--- config.mk ---
export PLATFORM = sky130hd
export DESIGN_NAME = fp32_add_slice
export DESIGN_NICKNAME = d
export VERILOG_FILES = /design/src/rtl/fp32_slice_pkg.sv /design/src/rtl/fp32_operand_sel.sv /design/src/rtl/fp32_align_add.sv /design/src/rtl/fp32_norm_round.sv /design/src/rtl/fp32_add_slice.sv
export SDC_FILE = /design/constraint.sdc
export NUM_CORES = 1
export LEC_CHECK = 0
export BUFFER_PORTS_ARGS = -buffer_cell sky130_fd_sc_hd__buf_2
export CAP_MARGIN = 5
export CORE_MARGIN = 5
export CORE_UTILIZATION = 45
export DETAILED_ROUTE_END_ITERATION = 7
export MAX_ROUTING_LAYER = met4
export PLACE_DENSITY_LB_ADDON = 0.08
export SLEW_MARGIN = 10
export SYNTH_ARGS = -nofsm -noshare
export SYNTH_HDL_FRONTEND = slang
export SYNTH_SLANG_ARGS = --single-unit
--- constraint.sdc ---
create_clock -name clk -period 11.59 [get_ports clk]
set_input_delay 1.159 -clock clk [delete_from_list [all_inputs] [get_ports clk]]
set_output_delay 1.159 -clock clk [all_outputs]
set_load 0.02 [all_outputs]
--- src/rtl/fp32_slice_pkg.sv ---
package fp32_slice_pkg;
  localparam int EXP_W  = 8;
  localparam int FRAC_W = 23;
  localparam int WORD_W = 1 + EXP_W + FRAC_W;
  localparam int MANT_W = FRAC_W + 1;
  localparam int EXT_W  = MANT_W + 3;
  localparam int SUM_W  = EXT_W + 1;
  localparam int LZ_W   = $clog2(EXT_W);
  localparam int SEL_W  = 3;
  localparam logic [EXP_W-1:0]  EXP_MAX = '1;
  localparam logic [WORD_W-1:0] QNAN    = {1'b0, EXP_MAX, 1'b1, {(FRAC_W-1){1'b0}}};

  typedef enum logic [SEL_W-1:0] {
    SRC_ZERO = 3'd0,
    SRC_C    = 3'd1,
    SRC_D    = 3'd2,
    SRC_CASC = 3'd3,
    SRC_FB   = 3'd4
  } src_e;

  typedef struct packed {
    logic              special;
    logic [WORD_W-1:0] special_val;
    logic              sign;
    logic [EXP_W-1:0]  exp;
    logic [SUM_W-1:0]  mag;
    logic              zero_sign;
  } stage1_t;

  function automatic logic fp_is_nan(logic [WORD_W-1:0] v);
    return (v[WORD_W-2 -: EXP_W] == EXP_MAX) && (v[FRAC_W-1:0] != '0);
  endfunction

  function automatic logic fp_is_inf(logic [WORD_W-1:0] v);
    return (v[WORD_W-2 -: EXP_W] == EXP_MAX) && (v[FRAC_W-1:0] == '0);
  endfunction

  // magnitude with subnormals flushed to zero
  function automatic logic [WORD_W-2:0] fp_mag(logic [WORD_W-1:0] v);
    if (v[WORD_W-2 -: EXP_W] == '0) return '0;
    return v[WORD_W-2:0];
  endfunction

  function automatic logic [LZ_W-1:0] fp_lzc(logic [EXT_W-1:0] v);
    logic [LZ_W-1:0] n;
    n = '0;
    for (int i = 0; i < EXT_W; i++) begin
      if (v[i]) n = LZ_W'(EXT_W - 1 - i);
    end
    return n;
  endfunction
endpackage

--- src/rtl/fp32_operand_sel.sv ---
module fp32_operand_sel
  import fp32_slice_pkg::*;
(
  input  logic [SEL_W-1:0]  sel,
  input  logic              neg,
  input  logic [WORD_W-1:0] c_val,
  input  logic [WORD_W-1:0] d_val,
  input  logic [WORD_W-1:0] casc_val,
  input  logic [WORD_W-1:0] fb_val,
  output logic [WORD_W-1:0] opnd
);
  logic [WORD_W-1:0] raw;

  always_comb begin
    case (sel)
      SRC_C:    raw = c_val;
      SRC_D:    raw = d_val;
      SRC_CASC: raw = casc_val;
      SRC_FB:   raw = fb_val;
      default:  raw = '0;
    endcase
    opnd = {raw[WORD_W-1] ^ neg, raw[WORD_W-2:0]};
  end
endmodule

--- src/rtl/fp32_align_add.sv ---
module fp32_align_add
  import fp32_slice_pkg::*;
(
  input  logic [WORD_W-1:0] opa,
  input  logic [WORD_W-1:0] opb,
  output stage1_t           s1
);
  logic [WORD_W-2:0] mag_a, mag_b;
  logic              sa, sb, swap;
  logic              big_s, small_s;
  logic [EXP_W-1:0]  big_e, small_e, dexp;
  logic [MANT_W-1:0] big_m, small_m;
  logic [EXT_W-1:0]  big_x, small_x, shifted, lost_mask, aligned;
  logic              sticky;

  always_comb begin
    sa    = opa[WORD_W-1];
    sb    = opb[WORD_W-1];
    mag_a = fp_mag(opa);
    mag_b = fp_mag(opb);
    swap  = mag_b > mag_a;

    big_s   = swap ? sb : sa;
    small_s = swap ? sa : sb;
    big_e   = swap ? mag_b[WORD_W-2 -: EXP_W] : mag_a[WORD_W-2 -: EXP_W];
    small_e = swap ? mag_a[WORD_W-2 -: EXP_W] : mag_b[WORD_W-2 -: EXP_W];
    big_m   = (big_e == '0)   ? '0 : {1'b1, (swap ? mag_b[FRAC_W-1:0] : mag_a[FRAC_W-1:0])};
    small_m = (small_e == '0) ? '0 : {1'b1, (swap ? mag_a[FRAC_W-1:0] : mag_b[FRAC_W-1:0])};
    dexp    = big_e - small_e;

    big_x   = {big_m, 3'b000};
    small_x = {small_m, 3'b000};
    if (dexp >= EXP_W'(EXT_W)) begin
      shifted   = '0;
      lost_mask = '1;
    end else begin
      shifted   = small_x >> dexp;
      lost_mask = ~({EXT_W{1'b1}} << dexp);
    end
    sticky  = |(small_x & lost_mask);
    aligned = {shifted[EXT_W-1:1], shifted[0] | sticky};

    s1.sign      = big_s;
    s1.exp       = big_e;
    s1.zero_sign = sa & sb;
    if (big_s ^ small_s) s1.mag = {1'b0, big_x} - {1'b0, aligned};
    else                 s1.mag = {1'b0, big_x} + {1'b0, aligned};

    s1.special     = 1'b0;
    s1.special_val = '0;
    if (fp_is_nan(opa) || fp_is_nan(opb) ||
        (fp_is_inf(opa) && fp_is_inf(opb) && (sa != sb))) begin
      s1.special     = 1'b1;
      s1.special_val = QNAN;
    end else if (fp_is_inf(opa)) begin
      s1.special     = 1'b1;
      s1.special_val = {sa, EXP_MAX, {FRAC_W{1'b0}}};
    end else if (fp_is_inf(opb)) begin
      s1.special     = 1'b1;
      s1.special_val = {sb, EXP_MAX, {FRAC_W{1'b0}}};
    end
  end
endmodule

--- src/rtl/fp32_norm_round.sv ---
module fp32_norm_round
  import fp32_slice_pkg::*;
(
  input  stage1_t           s1,
  output logic [WORD_W-1:0] res
);
  logic [LZ_W-1:0]        lz;
  logic [EXT_W-1:0]       norm_m;
  logic signed [EXP_W+1:0] e_norm, e_fin;
  logic                   round_up;
  logic [MANT_W:0]        rounded;
  logic [FRAC_W-1:0]      frac;

  always_comb begin
    lz = '0;
    if (s1.mag[SUM_W-1]) begin
      norm_m = {s1.mag[SUM_W-1:2], s1.mag[1] | s1.mag[0]};
      e_norm = $signed({2'b00, s1.exp}) + 10'sd1;
    end else begin
      lz     = fp_lzc(s1.mag[EXT_W-1:0]);
      norm_m = s1.mag[EXT_W-1:0] << lz;
      e_norm = $signed({2'b00, s1.exp}) - $signed({{(EXP_W+2-LZ_W){1'b0}}, lz});
    end

    // guard at bit 2, round at bit 1, sticky at bit 0, result lsb at bit 3
    round_up = norm_m[2] & (norm_m[1] | norm_m[0] | norm_m[3]);
    rounded  = {1'b0, norm_m[EXT_W-1:3]} + {{MANT_W{1'b0}}, round_up};
    e_fin    = rounded[MANT_W] ? e_norm + 10'sd1 : e_norm;
    frac     = rounded[MANT_W] ? '0 : rounded[FRAC_W-1:0];

    if (s1.special)
      res = s1.special_val;
    else if (s1.mag == '0)
      res = {s1.zero_sign, {(WORD_W-1){1'b0}}};
    else if (e_fin >= $signed({2'b00, EXP_MAX}))
      res = {s1.sign, EXP_MAX, {FRAC_W{1'b0}}};
    else if (e_fin <= 10'sd0)
      res = {s1.sign, {(WORD_W-1){1'b0}}};
    else
      res = {s1.sign, e_fin[EXP_W-1:0], frac};
  end

  always_comb begin
    if (!s1.special && s1.mag != '0) begin
      norm_hidden_chk: assert (rounded[MANT_W] || rounded[MANT_W-1])
        else $error("normalised mantissa lost its leading one");
    end
  end
endmodule

--- src/rtl/fp32_add_slice.sv ---
module fp32_add_slice
  import fp32_slice_pkg::*;
(
  input  logic        clk,
  input  logic        rst,
  input  logic [31:0] c_in,
  input  logic [31:0] d_in,
  input  logic [31:0] casc_in,
  input  logic [2:0]  x_sel,
  input  logic [2:0]  y_sel,
  input  logic        x_neg,
  input  logic        y_neg,
  input  logic        casc_en,
  output logic [31:0] sum_out,
  output logic [31:0] casc_out
);
  localparam int NOPND = 2;

  // capture stage
  logic [WORD_W-1:0]            c_q, d_q, casc_q;
  logic [NOPND-1:0][SEL_W-1:0]  sel_q;
  logic [NOPND-1:0]             neg_q;
  logic                         ce0_q, ce1_q;
  // operand and pipeline wires brought out for the assertions
  logic [NOPND-1:0][WORD_W-1:0] opnd;
  stage1_t                      s1_d, s1_q;
  logic [WORD_W-1:0]            res_d;

  always_ff @(posedge clk) begin
    if (rst) begin
      c_q      <= '0;
      d_q      <= '0;
      casc_q   <= '0;
      sel_q    <= '0;
      neg_q    <= '0;
      ce0_q    <= 1'b0;
      ce1_q    <= 1'b0;
      s1_q     <= '0;
      sum_out  <= '0;
      casc_out <= '0;
    end else begin
      c_q      <= c_in;
      d_q      <= d_in;
      casc_q   <= casc_in;
      sel_q    <= {y_sel, x_sel};
      neg_q    <= {y_neg, x_neg};
      ce0_q    <= casc_en;
      ce1_q    <= ce0_q;
      s1_q     <= s1_d;
      sum_out  <= res_d;
      casc_out <= ce1_q ? res_d : '0;
    end
  end

  for (genvar gi = 0; gi < NOPND; gi++) begin : g_opnd
    fp32_operand_sel u_sel (
      .sel      (sel_q[gi]),
      .neg      (neg_q[gi]),
      .c_val    (c_q),
      .d_val    (d_q),
      .casc_val (casc_q),
      .fb_val   (sum_out),
      .opnd     (opnd[gi])
    );
  end

  fp32_align_add u_align (
    .opa (opnd[0]),
    .opb (opnd[1]),
    .s1  (s1_d)
  );

  fp32_norm_round u_round (
    .s1  (s1_q),
    .res (res_d)
  );


  zero_src_latency_chk: assert property (@(posedge clk) disable iff (rst)
    (sel_q == '0 && neg_q == '0) |=> ##1 (sum_out == '0))
    else $error("two zero operands did not give +0 two edges later");


  casc_copy_chk: assert property (@(posedge clk) disable iff (rst)
    (casc_out != '0) |-> (casc_out == sum_out))
    else $error("cascade output differs from the sum");


  no_subnormal_chk: assert property (@(posedge clk) disable iff (rst)
    (sum_out[30:23] == '0) |-> (sum_out[22:0] == '0))
    else $error("subnormal value on sum_out");


  nan_canon_chk: assert property (@(posedge clk) disable iff (rst)
    (sum_out[30:23] == EXP_MAX && sum_out[22:0] != '0) |-> (sum_out == QNAN))
    else $error("non-canonical NaN on sum_out");


  reset_clear_chk: assert property (@(posedge clk)
    $past(rst) |-> (sum_out == '0 && casc_out == '0))
    else $error("outputs not cleared by reset");
endmodule

# Word level (Yosys, flattened, before mapping)
# Cells that the tools add are included.
dict set report classes {
  muxes 58
  magnitude_cmp 4
  n_shift 3
  n_eq_ne 11
  add_sub_neg 7
  n_bitwise 12
  n_reduce_logical 21
}
# operator count
set op_table {}
lappend op_table {{$pmux W32 S4} 2}
lappend op_table {{$mux W31} 6}
lappend op_table {{$mux W5} 28}
lappend op_table {{$mux W33} 3}
lappend op_table {{$mux W27} 3}
lappend op_table {{$mux W23} 3}
lappend op_table {{$mux W32} 2}
lappend op_table {{$mux W24} 2}
lappend op_table {{$logic_not A23 Y1} 2}
lappend op_table {{$reduce_bool A23 Y1} 2}
lappend op_table {{$logic_not A8 Y1} 4}
lappend op_table {{$gt A31 B31 Y1} 1}
lappend op_table {{$add A27 B27 Y28} 1}
lappend op_table {{$logic_not A28 Y1} 1}
lappend op_table {{$mux W28} 1}
lappend op_table {{$sub A27 B27 Y28} 1}
lappend op_table {{$and A27 B27 Y27} 1}
lappend op_table {{$not A27 Y27} 1}
lappend op_table {{$reduce_or A27 Y1} 1}
lappend op_table {{$shl A27 B5 Y27} 1}
lappend op_table {{$shl A27 B8 Y27 const A} 1}
lappend op_table {{$shr A27 B8 Y27} 1}
lappend op_table {{$add A24 B1 Y25} 1}
lappend op_table {{$mux W10} 2}
lappend op_table {{22 further kinds} 45}
dict set report totals {
  reg_bits 241
  elab_cells 134
  in_bits 107
  out_inout_bits 64
}

# Logic depth before layout (Yosys ltp)
dict set report depth {
  ltp_word 40
  ltp_mapped 60
}

# Cells and area by module
# Synthesis repeated with hierarchy kept, for this count alone.
dict set report hier_totals {
  hier_cells 2696
  area_unflattened_um2 20811.2
}
# module instances area_each_um2 seq_area_each_um2 cells_per_inst
set modules_own_cells {}
lappend modules_own_cells {fp32_align_add 1 7912.6 0.0 1255}
lappend modules_own_cells {fp32_add_slice 1 6547.5 4824.6 511}
lappend modules_own_cells {fp32_norm_round 1 4529.3 0.0 688}
lappend modules_own_cells {fp32_operand_sel 2 910.9 0.0 121}

# Worst setup path after synthesis
# Ideal clock, no wire load.
dict set report synth_path {
  kind {reg-to-reg}
  startpoint {reg sel_q[3] (netlist name)}
  endpoint {reg s1_q[26] (netlist name)}
  setup_slack_ns 1.652
  stages_incl_launch_ff 53
  arrival_ns 9.817
  path_buffers 9
  period_less_slack_ns 9.938
  path_cell_list {dfxtp_1 buf_2 buf_6 mux2_1 a32oi_1 o221ai_1 nor4b_4 buf_4 or2_1 inv_1 ha_1 o21ai_0 o21a_1 o31ai_1 o21a_1 buf_6 buf_4 clkbuf_1 (+17 left out) ha_1 o21bai_1 a21oi_1 o21bai_1 a21oi_1 o21bai_1 a21oi_1 o21ai_0 a2111oi_0 nor2_1 a211oi_1 o41ai_1 a21oi_1 o21bai_1 nand2_1 nand3_1 o21ai_1 mux2_2}
}
dict set report synth_between {
  elab_chain_cells 16
}
# element line
set synth_lines {}
lappend synth_lines {{from (decl)} fp32_add_slice.sv:21} ;# logic [NOPND-1:0][SEL_W-1:0] sel_q;
lappend synth_lines {{from (signal assigned)} fp32_add_slice.sv:45} ;# sel_q <= {y_sel, x_sel};
lappend synth_lines {{$eq A3 B3 Y1, or another cell as far along} fp32_operand_sel.sv:15} ;# case (sel)
lappend synth_lines {{$pmux W32 S4 *} fp32_operand_sel.sv:15}
lappend synth_lines {{$logic_not A8 Y1} fp32_slice_pkg.sv:40} ;# if (v[WORD_W-2 -: EXP_W] == '0) return '0;
lappend synth_lines {{$mux W1} fp32_slice_pkg.sv:40}
lappend synth_lines {{$mux W31} fp32_slice_pkg.sv:41} ;# return v[WORD_W-2:0];
lappend synth_lines {{$gt A31 B31 Y1} fp32_align_add.sv:21} ;# swap = mag_b > mag_a;
lappend synth_lines {{$mux W8 (on tied branches)} {fp32_align_add.sv:25, fp32_align_add.sv:26}}
lappend synth_lines {{$sub A8 B8 Y8} fp32_align_add.sv:29} ;# dexp = big_e - small_e;
lappend synth_lines {{$shl A27 B8 Y27} fp32_align_add.sv:38} ;# lost_mask = ~({EXT_W{1'b1}} << dexp);
lappend synth_lines {{$not A27 Y27} fp32_align_add.sv:38}
lappend synth_lines {{$mux W27} fp32_align_add.sv:33} ;# if (dexp >= EXP_W'(EXT_W)) begin
lappend synth_lines {{$and A27 B27 Y27} fp32_align_add.sv:40} ;# sticky = |(small_x & lost_mask);
lappend synth_lines {{$reduce_or A27 Y1} fp32_align_add.sv:40}
lappend synth_lines {{$or A1 B1 Y1} fp32_align_add.sv:41} ;# aligned = {shifted[EXT_W-1:1], shifted[0] | sticky};
lappend synth_lines {{$add A27 B27 Y28 or $sub A27 B27 Y28 (tied branches)} {fp32_align_add.sv:47, fp32_align_add.sv:46}}
lappend synth_lines {{$mux W28 *} fp32_align_add.sv:46} ;# if (big_s ^ small_s) s1.mag = {1'b0, big_x} - {1'b0, aligned};
lappend synth_lines {{to (signal assigned)} fp32_add_slice.sv:38} ;# s1_q <= '0;
lappend synth_lines {{to (signal assigned)} fp32_add_slice.sv:49} ;# s1_q <= s1_d;
lappend synth_lines {{to (decl)} fp32_add_slice.sv:26} ;# stage1_t s1_d, s1_q;
# Mark *: on every way between the ends. The rest lies on a longest branch, timed or not.
# A chain may end at the register's enable or synchronous reset.

# Worst setup path after layout
# Same ends and word-level chain as after synthesis.

==> reports/results.tsv <==
metric	value	unit
wire length per cell after detailed routing	25.6	µm
Most Frequent Cell on Critical Path	sky130_fd_sc_hd__a21oi_1	
crit-path max FO	20	
share of the cycle needed by the critical path after routing	0.932	
cell count of the worst hold path	1	
final antenna-violating net count	0	
clock buffer count from CTS	25	
largest net degree at the start of global routing	109	
clock tree skew after final layout	0.0332	ns
GRT Total Usage	0.335	
share of cell area taken by muxes after synthesis	0.107	
nets@finish	2797	
Power Total	0.00723	W
share of synthesized area occupied by flip-flops and latches	0.219	
number of unique standard cell types used by synthesis	123	
area share of xor/xnor cells in the synthesized design	0.0268	
Pre-Repair DR Iteration Count	8	
FF+latch count, synth	211	
Arrival @ worst endpoint	11.26	ns
count of final setup violators	0	
flip-flop cell with the highest count after synthesis	sky130_fd_sc_hd__dfxtp_1	
setup TNS	0	ns
count of flip-flops with a built-in enable after synthesis	0	
adder and majority cell fraction of the synthesized area	0.0606	
syn nets	2731	
outcome	finished clean	
crit end category	flop	
worst-case clock buffer depth	3	
clock edge transition at the registers on the reported setup and hold paths	0.07	ns
worst setup path class	flop to flop	
count of input and output buffers	170	
YS warnings	0	
met3 wirelength from detailed routing	7530	µm
remaining design rule violation count	0	
cells on worst reg2reg path	45	
Post-Synth Simple-Gate Area	0.263	
main combinational cell family by area after synthesis	simple AND/OR/NAND/NOR gates	
Post-Syn Instances	2532	
placed cell count	3109	
hold buffer count at cts	0	
slew at the pin closest to its max-slew limit	0.951	ns
wire length the detailed router placed on met1	35500	µm
RD Place Congestion	1.03	
clock latency at the later pin of the worst-skew pair	0.58	ns
Final Instance Count excl. Fillers	3155	
clock root buffer	sky130_fd_sc_hd__clkbuf_16	
critical path startpoint category	flop	
Starting DRT DRC Count	2907	
max incr delay on CP	0.47	ns
number of antenna violations at the first check in global routing	1	
Top Metal Used	met4	
sum of net half-perimeters after detailed placement	63200	µm
number of max-slew violations in the final report	0	
Die Height	217	µm
Synth top cells by count	327 x sky130_fd_sc_hd__nor2_1, 211 x sky130_fd_sc_hd__dfxtp_1, 172 x sky130_fd_sc_hd__nand2_1	
synthesis-to-finish area growth	10.3	%
Starting Density	0.457	
average via count per standard cell	6.43	
gr ovfl total	0	
die width	217	µm
cell with the most instances after synthesis	sky130_fd_sc_hd__nor2_1	
fraction of layout instances using a drive strength above 1	0.172	
worst-case hold slack	0.435	ns
synthesized-area fraction occupied by ao, oa, aoi and oai cells	0.256	
critical path required time	12.05	ns
number of maximum-capacitance violations	0	
Layout Utilization	0.504	
proportion of netlist area held by the largest area contributor	0.219	
routed wl met2	35200	µm
placeable core region	0.0421	mm²
number of levels the H-tree was split into	1	
standard-cell row count	75	
vias in the first global route	19000	
mean instance size in the synthesized netlist	7.60	µm²
worst relative slew slack	0.366	
maximum ir drop on the vdd rail	0.000277	V
Pleak	8.93	nW
Async SR Flop Fraction	0	
area leader, netlist	sky130_fd_sc_hd__dfxtp_1	
fmax	92.6	MHz
post-detailed-routing wire length	80600	µm
minimum clock period	10.80	ns
global-route wire length before repair	121000	µm
IO Pins	171	
setup repair after global routing missed its margin	false	
Die Area	0.0470	mm²
Final Hold Fails	0	
TritonCTS clock tree	yes	
total via count in the routed design	20300	
mapped cell area	0.0192	mm²
number of sinks handled by clock tree synthesis	211	
top area cells in the synthesized netlist	sky130_fd_sc_hd__dfxtp_1 22%, sky130_fd_sc_hd__nor2_1 6.4%, sky130_fd_sc_hd__ha_1 5.9%, sky130_fd_sc_hd__a21oi_1 4.4%, sky130_fd_sc_hd__nor2b_1 4.4%	
cell with the largest stage delay on the worst path	sky130_fd_sc_hd__a2111oi_1	
ratio of total power to cell area	341	mW/mm²
type of the tightest min-delay check	flop to flop	
diode insertion count for antenna repair	0	
## worst max-delay path: cells and delay by family, from the launching register on
kind | cells | cell delay, ns
AOI/OAI and AO/OA | 26 | 6.03
xor gates and xnor gates | 1 | 0.13
buffers and inverters | 3 | 0.64
DFF | 1 | 0.38
and+or+nand+nor | 11 | 2.12
adders and majority gates | 3 | 1.01
muxes | 1 | 0.35
## registers in the layout, indices dropped and copies added (netlist names)
register,count
casc_q,32
casc_out,32
ce0_q,1
s1_q,41
sum_out,32
neg_q,2
c_q,32
sel_q,6
d_q,32
ce1_q,1
## worst paths after layout
check	startpoint	end	slack, ns
max	sel_q[3]	s1_q[26]	0.79
max reg2reg	sel_q[3]	s1_q[26]	0.79
min	ce0_q	ce1_q	0.44
min reg2reg	ce0_q	ce1_q	0.44
## routing by layer
layer	global-route usage	up-vias
met5	-	-
met3	0.0413	144
met2	0.513	1112
met4	0.0779	0
met1	0.475	9711
li1	-	9333
## timing repair
action                                 CTS  global route
endpoints found under the hold margin    0             0
setup endpoints to repair                0             3
gates resized for setup                  0             3
setup buffers                            0             0
## cells in the final DEF (no fill, tap or decap), types with 9 or more instances in the layout
| cell type | synthesis | layout |
|---|---|---|
| sky130_fd_sc_hd__nand2_1 | 172 | 171 |
| sky130_fd_sc_hd__nor2b_1 | 134 | 130 |
| sky130_fd_sc_hd__a21boi_0 | 12 | 12 |
| sky130_fd_sc_hd__a21o_1 | 15 | 15 |
| sky130_fd_sc_hd__nand4_1 | 25 | 25 |
| sky130_fd_sc_hd__o22ai_1 | 12 | 12 |
| sky130_fd_sc_hd__mux4_2 | 20 | 20 |
| sky130_fd_sc_hd__o211ai_1 | 24 | 24 |
| sky130_fd_sc_hd__and2_1 | 25 | 25 |
| sky130_fd_sc_hd__mux2i_1 | 75 | 75 |
| sky130_fd_sc_hd__nand2b_1 | 26 | 26 |
| sky130_fd_sc_hd__nand3b_1 | 9 | 9 |
| sky130_fd_sc_hd__o22a_1 | 24 | 24 |
| sky130_fd_sc_hd__buf_4 | 8 | 42 |
| sky130_fd_sc_hd__or2_2 | 18 | 18 |
| sky130_fd_sc_hd__ha_1 | 90 | 90 |
| sky130_fd_sc_hd__o21ai_1 | 16 | 16 |
| sky130_fd_sc_hd__inv_1 | 106 | 106 |
| sky130_fd_sc_hd__mux2_2 | 67 | 67 |
| sky130_fd_sc_hd__o31ai_1 | 16 | 16 |
| sky130_fd_sc_hd__a221oi_1 | 13 | 13 |
| sky130_fd_sc_hd__clkbuf_16 | 0 | 25 |
| sky130_fd_sc_hd__or3_1 | 21 | 21 |
| sky130_fd_sc_hd__a31oi_1 | 35 | 35 |
| sky130_fd_sc_hd__nor3_1 | 52 | 52 |
| sky130_fd_sc_hd__o21a_1 | 21 | 20 |
| sky130_fd_sc_hd__a21oi_1 | 169 | 169 |
| sky130_fd_sc_hd__a211oi_1 | 43 | 43 |
| sky130_fd_sc_hd__or4_1 | 10 | 10 |
| sky130_fd_sc_hd__o21ai_0 | 108 | 108 |
| sky130_fd_sc_hd__and3_1 | 20 | 20 |
| sky130_fd_sc_hd__a22oi_1 | 63 | 63 |
| sky130_fd_sc_hd__dfxtp_1 | 211 | 208 |
| sky130_fd_sc_hd__xnor2_1 | 33 | 31 |
| sky130_fd_sc_hd__nor2_1 | 327 | 327 |
| sky130_fd_sc_hd__buf_2 | 43 | 169 |
| sky130_fd_sc_hd__nor4_1 | 16 | 16 |
| sky130_fd_sc_hd__nand3_1 | 79 | 79 |
| sky130_fd_sc_hd__xor2_1 | 24 | 23 |
| sky130_fd_sc_hd__o21bai_1 | 10 | 10 |
## logic make-up (layout without fill, tap and decap cells)
group | count (synthesis) | in the layout
AOI/OAI and AO/OA | 712 | 712
adders and majority gates | 92 | 92
xor gates and xnor gates | 58 | 58
and+or+nand+nor | 996 | 997
muxes | 170 | 170
buffers and inverters | 293 | 376
DFF | 211 | 211
## power breakdown
| group | switching, W | internal [W] | total, W |
|---|---|---|---|
| Clock | 0.000341 | 0.000508 | 0.000848 |
| Sequential | 0.000219 | 0.000844 | 0.00106 |
| Combinational | 0.00351 | 0.00181 | 0.00532 |
| Total | 0.00407 | 0.00316 | 0.00723 |
## through the flow
| step | setup WS, ns | instance area, µm² |
|---|---|---|
| 2_1_floorplan | 1.65 | 19200 |
| 3_3_place_gp | 0.963 | 20300 |
| 3_5_place_dp | 0.844 | 20300 |
| 4_1_cts | 0.795 | 21200 |
| 5_1_grt | 0.0138 | 21200 |
| 6_report | 0.791 | 21200 |
## layout make-up
class,count,area [µm²]
clock buffers,33,716
clock inverters,12,175
fillers,4174,20900
inverters,118,448
multi-input cells,2029,13800
flip-flops and latches,211,4230
well taps,539,674
repair buffers,213,1190
Note: power is estimated with default switching activity, not from simulation.
